File: config.mk
export PLATFORM = sky130hd
export DESIGN_NAME = irqc_top
export DESIGN_NICKNAME = d
export VERILOG_FILES = /design/src/rtl/irqc_pkg.sv /design/src/rtl/irqc_prio.sv /design/src/rtl/irqc_ctl.sv /design/src/rtl/irqc_dp.sv /design/src/rtl/irqc_top.sv
export SDC_FILE = /design/constraint.sdc
export NUM_CORES = 1
export LEC_CHECK = 0
export ABC_CLOCK_PERIOD_IN_PS = 5600
export BUFFER_PORTS_ARGS = -buffer_cell sky130_fd_sc_hd__buf_4
export CAP_MARGIN = 20
export CELL_PAD_IN_SITES_DETAIL_PLACEMENT = 1
export CELL_PAD_IN_SITES_GLOBAL_PLACEMENT = 1
export CORE_MARGIN = 3
export CORE_UTILIZATION = 46
export CTS_BUF_LIST = sky130_fd_sc_hd__clkbuf_2 sky130_fd_sc_hd__clkbuf_4 sky130_fd_sc_hd__clkbuf_8
export DETAILED_ROUTE_END_ITERATION = 10
export PLACE_DENSITY_LB_ADDON = 0.1
export SLEW_MARGIN = 20
export SYNTH_ARGS = -nofsm -noshare
export SYNTH_HDL_FRONTEND = slang
export SYNTH_SLANG_ARGS = --single-unit
File: constraint.sdc
create_clock -name clk -period 5.6 [get_ports clk]
set_input_delay 1.4 -clock clk [delete_from_list [all_inputs] [get_ports clk]]
set_output_delay 1.4 -clock clk [all_outputs]
set_load 0.05 [all_outputs]
File: src/rtl/irqc_pkg.sv
package irqc_pkg;

  localparam int EVT_TYPE_LSB = 16;
  localparam int EVT_SRC_W    = 10;
  localparam int REG_W        = 32;

  typedef enum logic [1:0] {
    EVT_NONE = 2'd0,
    EVT_HW   = 2'd1,
    EVT_FAST = 2'd2
  } irqc_evt_type_e;

  typedef enum logic [1:0] {
    GRP_MASK_SET = 2'd0,
    GRP_MASK_CLR = 2'd1,
    GRP_TRIG_SET = 2'd2,
    GRP_TRIG_CLR = 2'd3
  } irqc_grp_e;

  // Strobes from control to datapath, one per action
  typedef struct packed {
    logic maskSet;
    logic maskClr;
    logic trigSet;
    logic trigClr;
    logic rdMask;
    logic rdTrig;
    logic rdNull;
    logic evtAck;
  } irqc_strobe_t;

endpackage

File: src/rtl/irqc_prio.sv
module irqc_prio #(
  parameter int N     = 64,
  parameter int IDX_W = 6
) (
  input  logic [N-1:0]     req,
  output logic             valid,
  output logic [IDX_W-1:0] idx
);

  // Lowest index wins: scan from the top so lower indices overwrite
  always_comb begin
    valid = 1'b0;
    idx   = '0;
    for (int i = N - 1; i >= 0; i--) begin
      if (req[i]) begin
        valid = 1'b1;
        idx   = IDX_W'(i);
      end
    end
  end

endmodule

File: src/rtl/irqc_ctl.sv
module irqc_ctl
  import irqc_pkg::*;
#(
  parameter int NW     = 2,
  parameter int WIDX_W = 1
) (
  input  logic              regWe,
  input  logic              regRe,
  input  logic [WIDX_W+1:0] regAddr,
  input  logic              evtRd,
  output irqc_strobe_t      strobe,
  output logic [WIDX_W-1:0] wordIdx
);

  irqc_grp_e grp;
  logic      inRange;

  always_comb begin
    grp     = irqc_grp_e'(regAddr[WIDX_W+1:WIDX_W]);
    wordIdx = regAddr[WIDX_W-1:0];
    inRange = (32'(wordIdx) < 32'(NW));
  end

  always_comb begin
    strobe         = '0;
    strobe.maskSet = regWe && inRange && (grp == GRP_MASK_SET);
    strobe.maskClr = regWe && inRange && (grp == GRP_MASK_CLR);
    strobe.trigSet = regWe && inRange && (grp == GRP_TRIG_SET);
    strobe.trigClr = regWe && inRange && (grp == GRP_TRIG_CLR);
    strobe.rdMask  = regRe && inRange && (grp == GRP_MASK_SET || grp == GRP_MASK_CLR);
    strobe.rdTrig  = regRe && inRange && (grp == GRP_TRIG_SET || grp == GRP_TRIG_CLR);
    strobe.rdNull  = regRe && !inRange;
    strobe.evtAck  = evtRd;
  end

endmodule

File: src/rtl/irqc_dp.sv
module irqc_dp
  import irqc_pkg::*;
#(
  parameter int NUM_SRC = 64,
  parameter int NW      = 2,
  parameter int WIDX_W  = 1,
  parameter int SRC_W   = 6
) (
  input  logic               clk,
  input  logic               rstN,
  input  logic [NUM_SRC-1:0] hwIrq,
  input  irqc_strobe_t       strobe,
  input  logic [WIDX_W-1:0]  wordIdx,
  input  logic [REG_W-1:0]   wrData,
  output logic [REG_W-1:0]   regRdata,
  output logic [REG_W-1:0]   evtData,
  output logic               irqOut,
  output logic [NUM_SRC-1:0] maskVec,
  output logic [NUM_SRC-1:0] activeVec
);

  localparam int PAD_W = NW * REG_W;

  logic [NUM_SRC-1:0] maskQ, maskNext;
  logic [NUM_SRC-1:0] trigQ, trigNext;
  logic [NUM_SRC-1:0] pendVec;
  logic [PAD_W-1:0]   maskPad, trigPad, wrVec;
  logic               winValid;
  logic [SRC_W-1:0]   winIdx;
  logic [REG_W-1:0]   evtWord;

  assign pendVec   = hwIrq | trigQ;
  assign activeVec = pendVec & ~maskQ;
  assign irqOut    = |activeVec;
  assign maskVec   = maskQ;

  irqc_prio #(.N(NUM_SRC), .IDX_W(SRC_W)) u_prio (
    .req   (activeVec),
    .valid (winValid),
    .idx   (winIdx)
  );

  // Word-aligned views; unused high bits read as masked / untriggered
  generate
    if (PAD_W > NUM_SRC) begin : g_pad
      assign maskPad = {{(PAD_W - NUM_SRC){1'b1}}, maskQ};
      assign trigPad = {{(PAD_W - NUM_SRC){1'b0}}, trigQ};
    end else begin : g_nopad
      assign maskPad = maskQ;
      assign trigPad = trigQ;
    end
  endgenerate

  always_comb begin
    wrVec = '0;
    for (int w = 0; w < NW; w++) begin
      if (32'(wordIdx) == 32'(w)) wrVec[w*REG_W +: REG_W] = wrData;
    end
  end

  // Ack is applied last so it wins over a same-cycle clear
  always_comb begin
    maskNext = maskQ;
    trigNext = trigQ;
    if (strobe.maskSet) maskNext = maskNext | wrVec[NUM_SRC-1:0];
    if (strobe.maskClr) maskNext = maskNext & ~wrVec[NUM_SRC-1:0];
    if (strobe.trigSet) trigNext = trigNext | wrVec[NUM_SRC-1:0];
    if (strobe.trigClr) trigNext = trigNext & ~wrVec[NUM_SRC-1:0];
    if (strobe.evtAck && winValid) maskNext[winIdx] = 1'b1;
  end

  always_comb begin
    evtWord = '0;
    if (winValid) begin
      evtWord[EVT_TYPE_LSB +: 2] = EVT_HW;
      evtWord[EVT_SRC_W-1:0]     = EVT_SRC_W'(winIdx);
    end
  end

  always_ff @(posedge clk) begin
    if (!rstN) begin
      maskQ    <= '1;
      trigQ    <= '0;
      evtData  <= '0;
      regRdata <= '0;
    end else begin
      maskQ <= maskNext;
      trigQ <= trigNext;
      if (strobe.evtAck) evtData <= evtWord;
      if (strobe.rdMask)      regRdata <= maskPad[32'(wordIdx)*REG_W +: REG_W];
      else if (strobe.rdTrig) regRdata <= trigPad[32'(wordIdx)*REG_W +: REG_W];
      else if (strobe.rdNull) regRdata <= '0;
    end
  end

endmodule

File: src/rtl/irqc_top.sv
module irqc_top
  import irqc_pkg::*;
#(
  parameter  int NUM_SRC = 64,
  localparam int NW      = (NUM_SRC + 31) / 32,
  localparam int WIDX_W  = (NW > 1) ? $clog2(NW) : 1,
  localparam int ADDR_W  = WIDX_W + 2
) (
  input  logic               clk,
  input  logic               rstN,
  input  logic [NUM_SRC-1:0] hwIrq,
  input  logic               regWe,
  input  logic               regRe,
  input  logic [ADDR_W-1:0]  regAddr,
  input  logic [31:0]        regWdata,
  output logic [31:0]        regRdata,
  input  logic               evtRd,
  output logic [31:0]        evtData,
  output logic               irqOut
);

  localparam int SRC_W = (NUM_SRC > 1) ? $clog2(NUM_SRC) : 1;

  irqc_strobe_t       strobe;
  logic [WIDX_W-1:0]  wordIdx;
  logic [NUM_SRC-1:0] maskVec;
  logic [NUM_SRC-1:0] activeVec;

  irqc_ctl #(.NW(NW), .WIDX_W(WIDX_W)) u_ctl (
    .regWe   (regWe),
    .regRe   (regRe),
    .regAddr (regAddr),
    .evtRd   (evtRd),
    .strobe  (strobe),
    .wordIdx (wordIdx)
  );

  irqc_dp #(.NUM_SRC(NUM_SRC), .NW(NW), .WIDX_W(WIDX_W), .SRC_W(SRC_W)) u_dp (
    .clk       (clk),
    .rstN      (rstN),
    .hwIrq     (hwIrq),
    .strobe    (strobe),
    .wordIdx   (wordIdx),
    .wrData    (regWdata),
    .regRdata  (regRdata),
    .evtData   (evtData),
    .irqOut    (irqOut),
    .maskVec   (maskVec),
    .activeVec (activeVec)
  );

endmodule

==> summary.md <==
| Metric | Value |
|---|---|
| Post-CTS setup buffers | `0` |
| Fin Hold WS | `0.507 ns` |
| Worst R2R End | `u_dp.maskVec[9]$_SDFF_PN1_` |
| Status | `complete, no violations` |
| Gate Count Post-Synth | `1157` |
| Hold Path Stages | `2` |
| Hold path startpoint | `u_dp.regRdata[19]$_SDFFE_PN0P_` |
| Area delta synth->final | `15.2%` |
| Final Total Pwr | `3.02 mW` |
| Final setup vio count | `0` |
| Seq pwr share | `42.5%` |
| Worst r2r path cells | `8` |
| Synth Warn # | `0` |
| Critical path arrival | `3.50 ns` |
| Largest family of logic cells by synthesized area | `compound AO/OA/AOI/OAI gates` |
| CP Class | `input pin to primary output` |
| Clock-pin slew on the worst setup and hold paths | `0.09 ns` |
| Vias in the first global route | `9673` |
| TritonCTS buffer count | `17` |
| Cell with the most instances after synthesis | `dfxtp_1` |
| Simple-Gate Fraction of Synth Area | `15.8%` |
| Ant diodes | `0` |
| Post-synthesis mux area share | `6.97%` |
| Hpwl dp | `24400 µm` |
| Internal | `1.88 mW` |
| Worst Path Max Fanout | `5` |
| Max cap viols | `0` |
| Yosys cell types | `61` |
| Die Wd | `150 µm` |
| Total track usage | `31.1%` |
| First-pass GRT wire length | `54400 µm` |
| Minimum clock period | `4.90 ns` |
| Final global-route overflow total | `0` |
| Sequential share of the synthesized area | `35.3%` |
| Placer Congestion | `0.939` |
| Row cnt | `51` |
| Max Freq | `204 MHz` |
| DRC violations left | `0` |
| Worst-skew pair later-pin latency | `0.48 ns` |
| Logic gate share of total power | `28.7%` |
| Clock Tree Buf Depth | `2` |
| Synthesized area | `9480 µm²` |
| 1st-iter DRT viols | `768` |
| Period utilization | `87.5%` |
| Top FF cell, synth | `dfxtp_1` |
| CTS resizes | `0` |
| Clock sinks | `167` |
| Pin count of the biggest net entering global routing | `101` |
| Layout fillers | `2466` |
| Post-synth EDFFs | `0` |
| Hold Path Class | `flip-flop to flip-flop` |
| H-Tree Depth | `4` |
| Nets | `1339` |
| Worst Hold End | `u_dp.regRdata[19]$_SDFFE_PN0P_` |
| Placed insts | `1481` |
| Die ar. | `22400 µm²` |
| R2R setup slack | `2.14 ns` |
| Switch Pwr | `1.14 mW` |
| RSZ-0062 raised after global routing | `no` |
| Synth area leader | `dfxtp_1` |
| Max-Slew Margin vs Limit | `30.6%` |
| Ys async rst share | `0%` |
| Drt wl/cell | `23.3 µm` |
| Clk pwr share | `28.8%` |
| CTS tree | `built` |
| Vias/cell | `6.45` |
| 1st-pass router iterations | `6` |
| Fraction of the mapped netlist area in compound gates | `35.5%` |
| Maximum VDD drop | `0.000173 V` |
| Sw frac | `37.7%` |
| Req. time, crit path | `4.20 ns` |
| Largest cells by area after synthesis | `dfxtp_1, a21oi_1, mux2i_1` |
| Synth Area in Adders | `0%` |
| Pins Over Slew Limit | `0` |
| Die span in y | `150 µm` |
| IO Pins | `169` |
| Setup TNS Final | `0 ns` |
| Root buf cell | `clkbuf_8` |
| Cell Count, Final, Fillers Out | `1513` |
| ANT nets after route | `0` |
| Placeable Area | `19800 µm²` |
| Post-Synth XOR/XNOR Area | `0%` |
| Layout cells sized above 1 | `18.3%` |
| Worst-margin pin slew | `1.04 ns` |
| Most frequent cells after synthesis | `dfxtp_1, a21oi_1, nor2_1` |
| Synth Register Bits | `167` |
| Yosys top cell area share | `35.3%` |
| CP Capture Type | `primary output` |
| Leak pwr | `4.65 nW` |
| Final hold viol count | `0` |
| Power Density | `277 nW/µm²` |
| # hold bufs at CTS | `0` |
| Initial Util | `47.7%` |
| Avg Inst Size Synth | `8.19 µm²` |
| Clock skew after layout | `0.0147 ns` |
| Initial antenna violation count | `0` |
| Final wirelength | `35300 µm` |
| Port Buffer Count | `143` |
| DR vias | `9754` |
| Type of origin of the critical path | `input pin` |
## logic make-up after synthesis
| logic type | after synthesis |
|---|---|
| AO/OA/AOI/OAI | 476 |
| AND/OR/NAND/NOR | 319 |
| flip-flops | 167 |
| buffers and inverters | 128 |
| multiplexers | 66 |
| other | 1 |
## per-layer routing
metal  wire (µm)  vias up  part of all wire (%)  global-route usage, %
li1            -     4466                     -                      -
met1       15100     4800                    43                   41.1
met2       16600      398                    47                   51.5
met3        2520       90                   7.1                   5.27
met4        1070        0                   3.0                   10.6
met5           0        -                     0                      0
## critical path, cell delays in order
cell and delay (ns):
buf_4 0.11, o21bai_1 0.29, nand4_1 0.28, nor3_1 0.46
and2_1 0.27, nand3_1 0.11, nor2_1 0.30, inv_1 0.07
buf_4 0.19
## placed cells by master, fill, tap and decap left out, drive strengths merged, types with 3 or more instances in the layout
master,n
o21ba,14
clkinv,6
dfxtp,167
a41o,15
o21bai,62
a211oi,37
a31o,3
mux2i,66
nor2,102
a31oi,26
or2,4
conb,25
o31ai,13
nor3,3
nand4,13
a211o,5
o21ai,17
nand2b,10
nand3,23
clkinvlp,3
nor2b,11
inv,7
a311oi,65
nor3b,3
clkbuf,22
buf,156
nand2,94
nor4,3
o2111ai,3
and2,38
o311ai,9
o41ai,5
o211ai,36
a21oi,155
and3,4
## worst max-delay path by stage
stage	cells after the start	slack (ns)	startpoint	to
CTS	9	0.74	hwIrq[20]	irqOut
global route	9	0.49	hwIrq[20]	irqOut
global placement	9	0.81	hwIrq[20]	irqOut
floorplan	7	1.33	hwIrq[20]	irqOut
detailed placement	9	0.74	hwIrq[20]	irqOut
finish	9	0.70	hwIrq[20]	irqOut
## power groups by stage
stage          registers [mW]  clock network, mW  logic, mW
2_1_floorplan            1.38                  0      0.476
3_3_place_gp             1.31                  0      0.831
3_5_place_dp             1.31                  0      0.845
4_1_cts                  1.28              0.874      0.851
5_1_grt                  1.29              0.926      0.915
6_report                 1.28              0.872      0.869
## metrics by stage
step	instance area (µm²)	worst slack, ns	util, %
finish	10900	0.702	55.0
global route	10900	0.485	55.0
CTS	10900	0.738	55.0
detailed placement	10500	0.740	53.1
global placement	10500	0.811	53.1
floorplan	9570	1.33	-
## cell type report
type | count | area, µm² | share of cell area, %
Inverter | 7 | 27.5 | 0.252
Clock inverter | 10 | 97.6 | 0.894
Sequential cell | 167 | 3340 | 30.6
Timing Repair Buffer | 156 | 1190 | 10.9
Tap cell | 265 | 332 | 3.04
Clock buffer | 22 | 284 | 2.60
Multi-Input combinational cell | 886 | 5650 | 51.7
(Power assumes the default switching activity.)
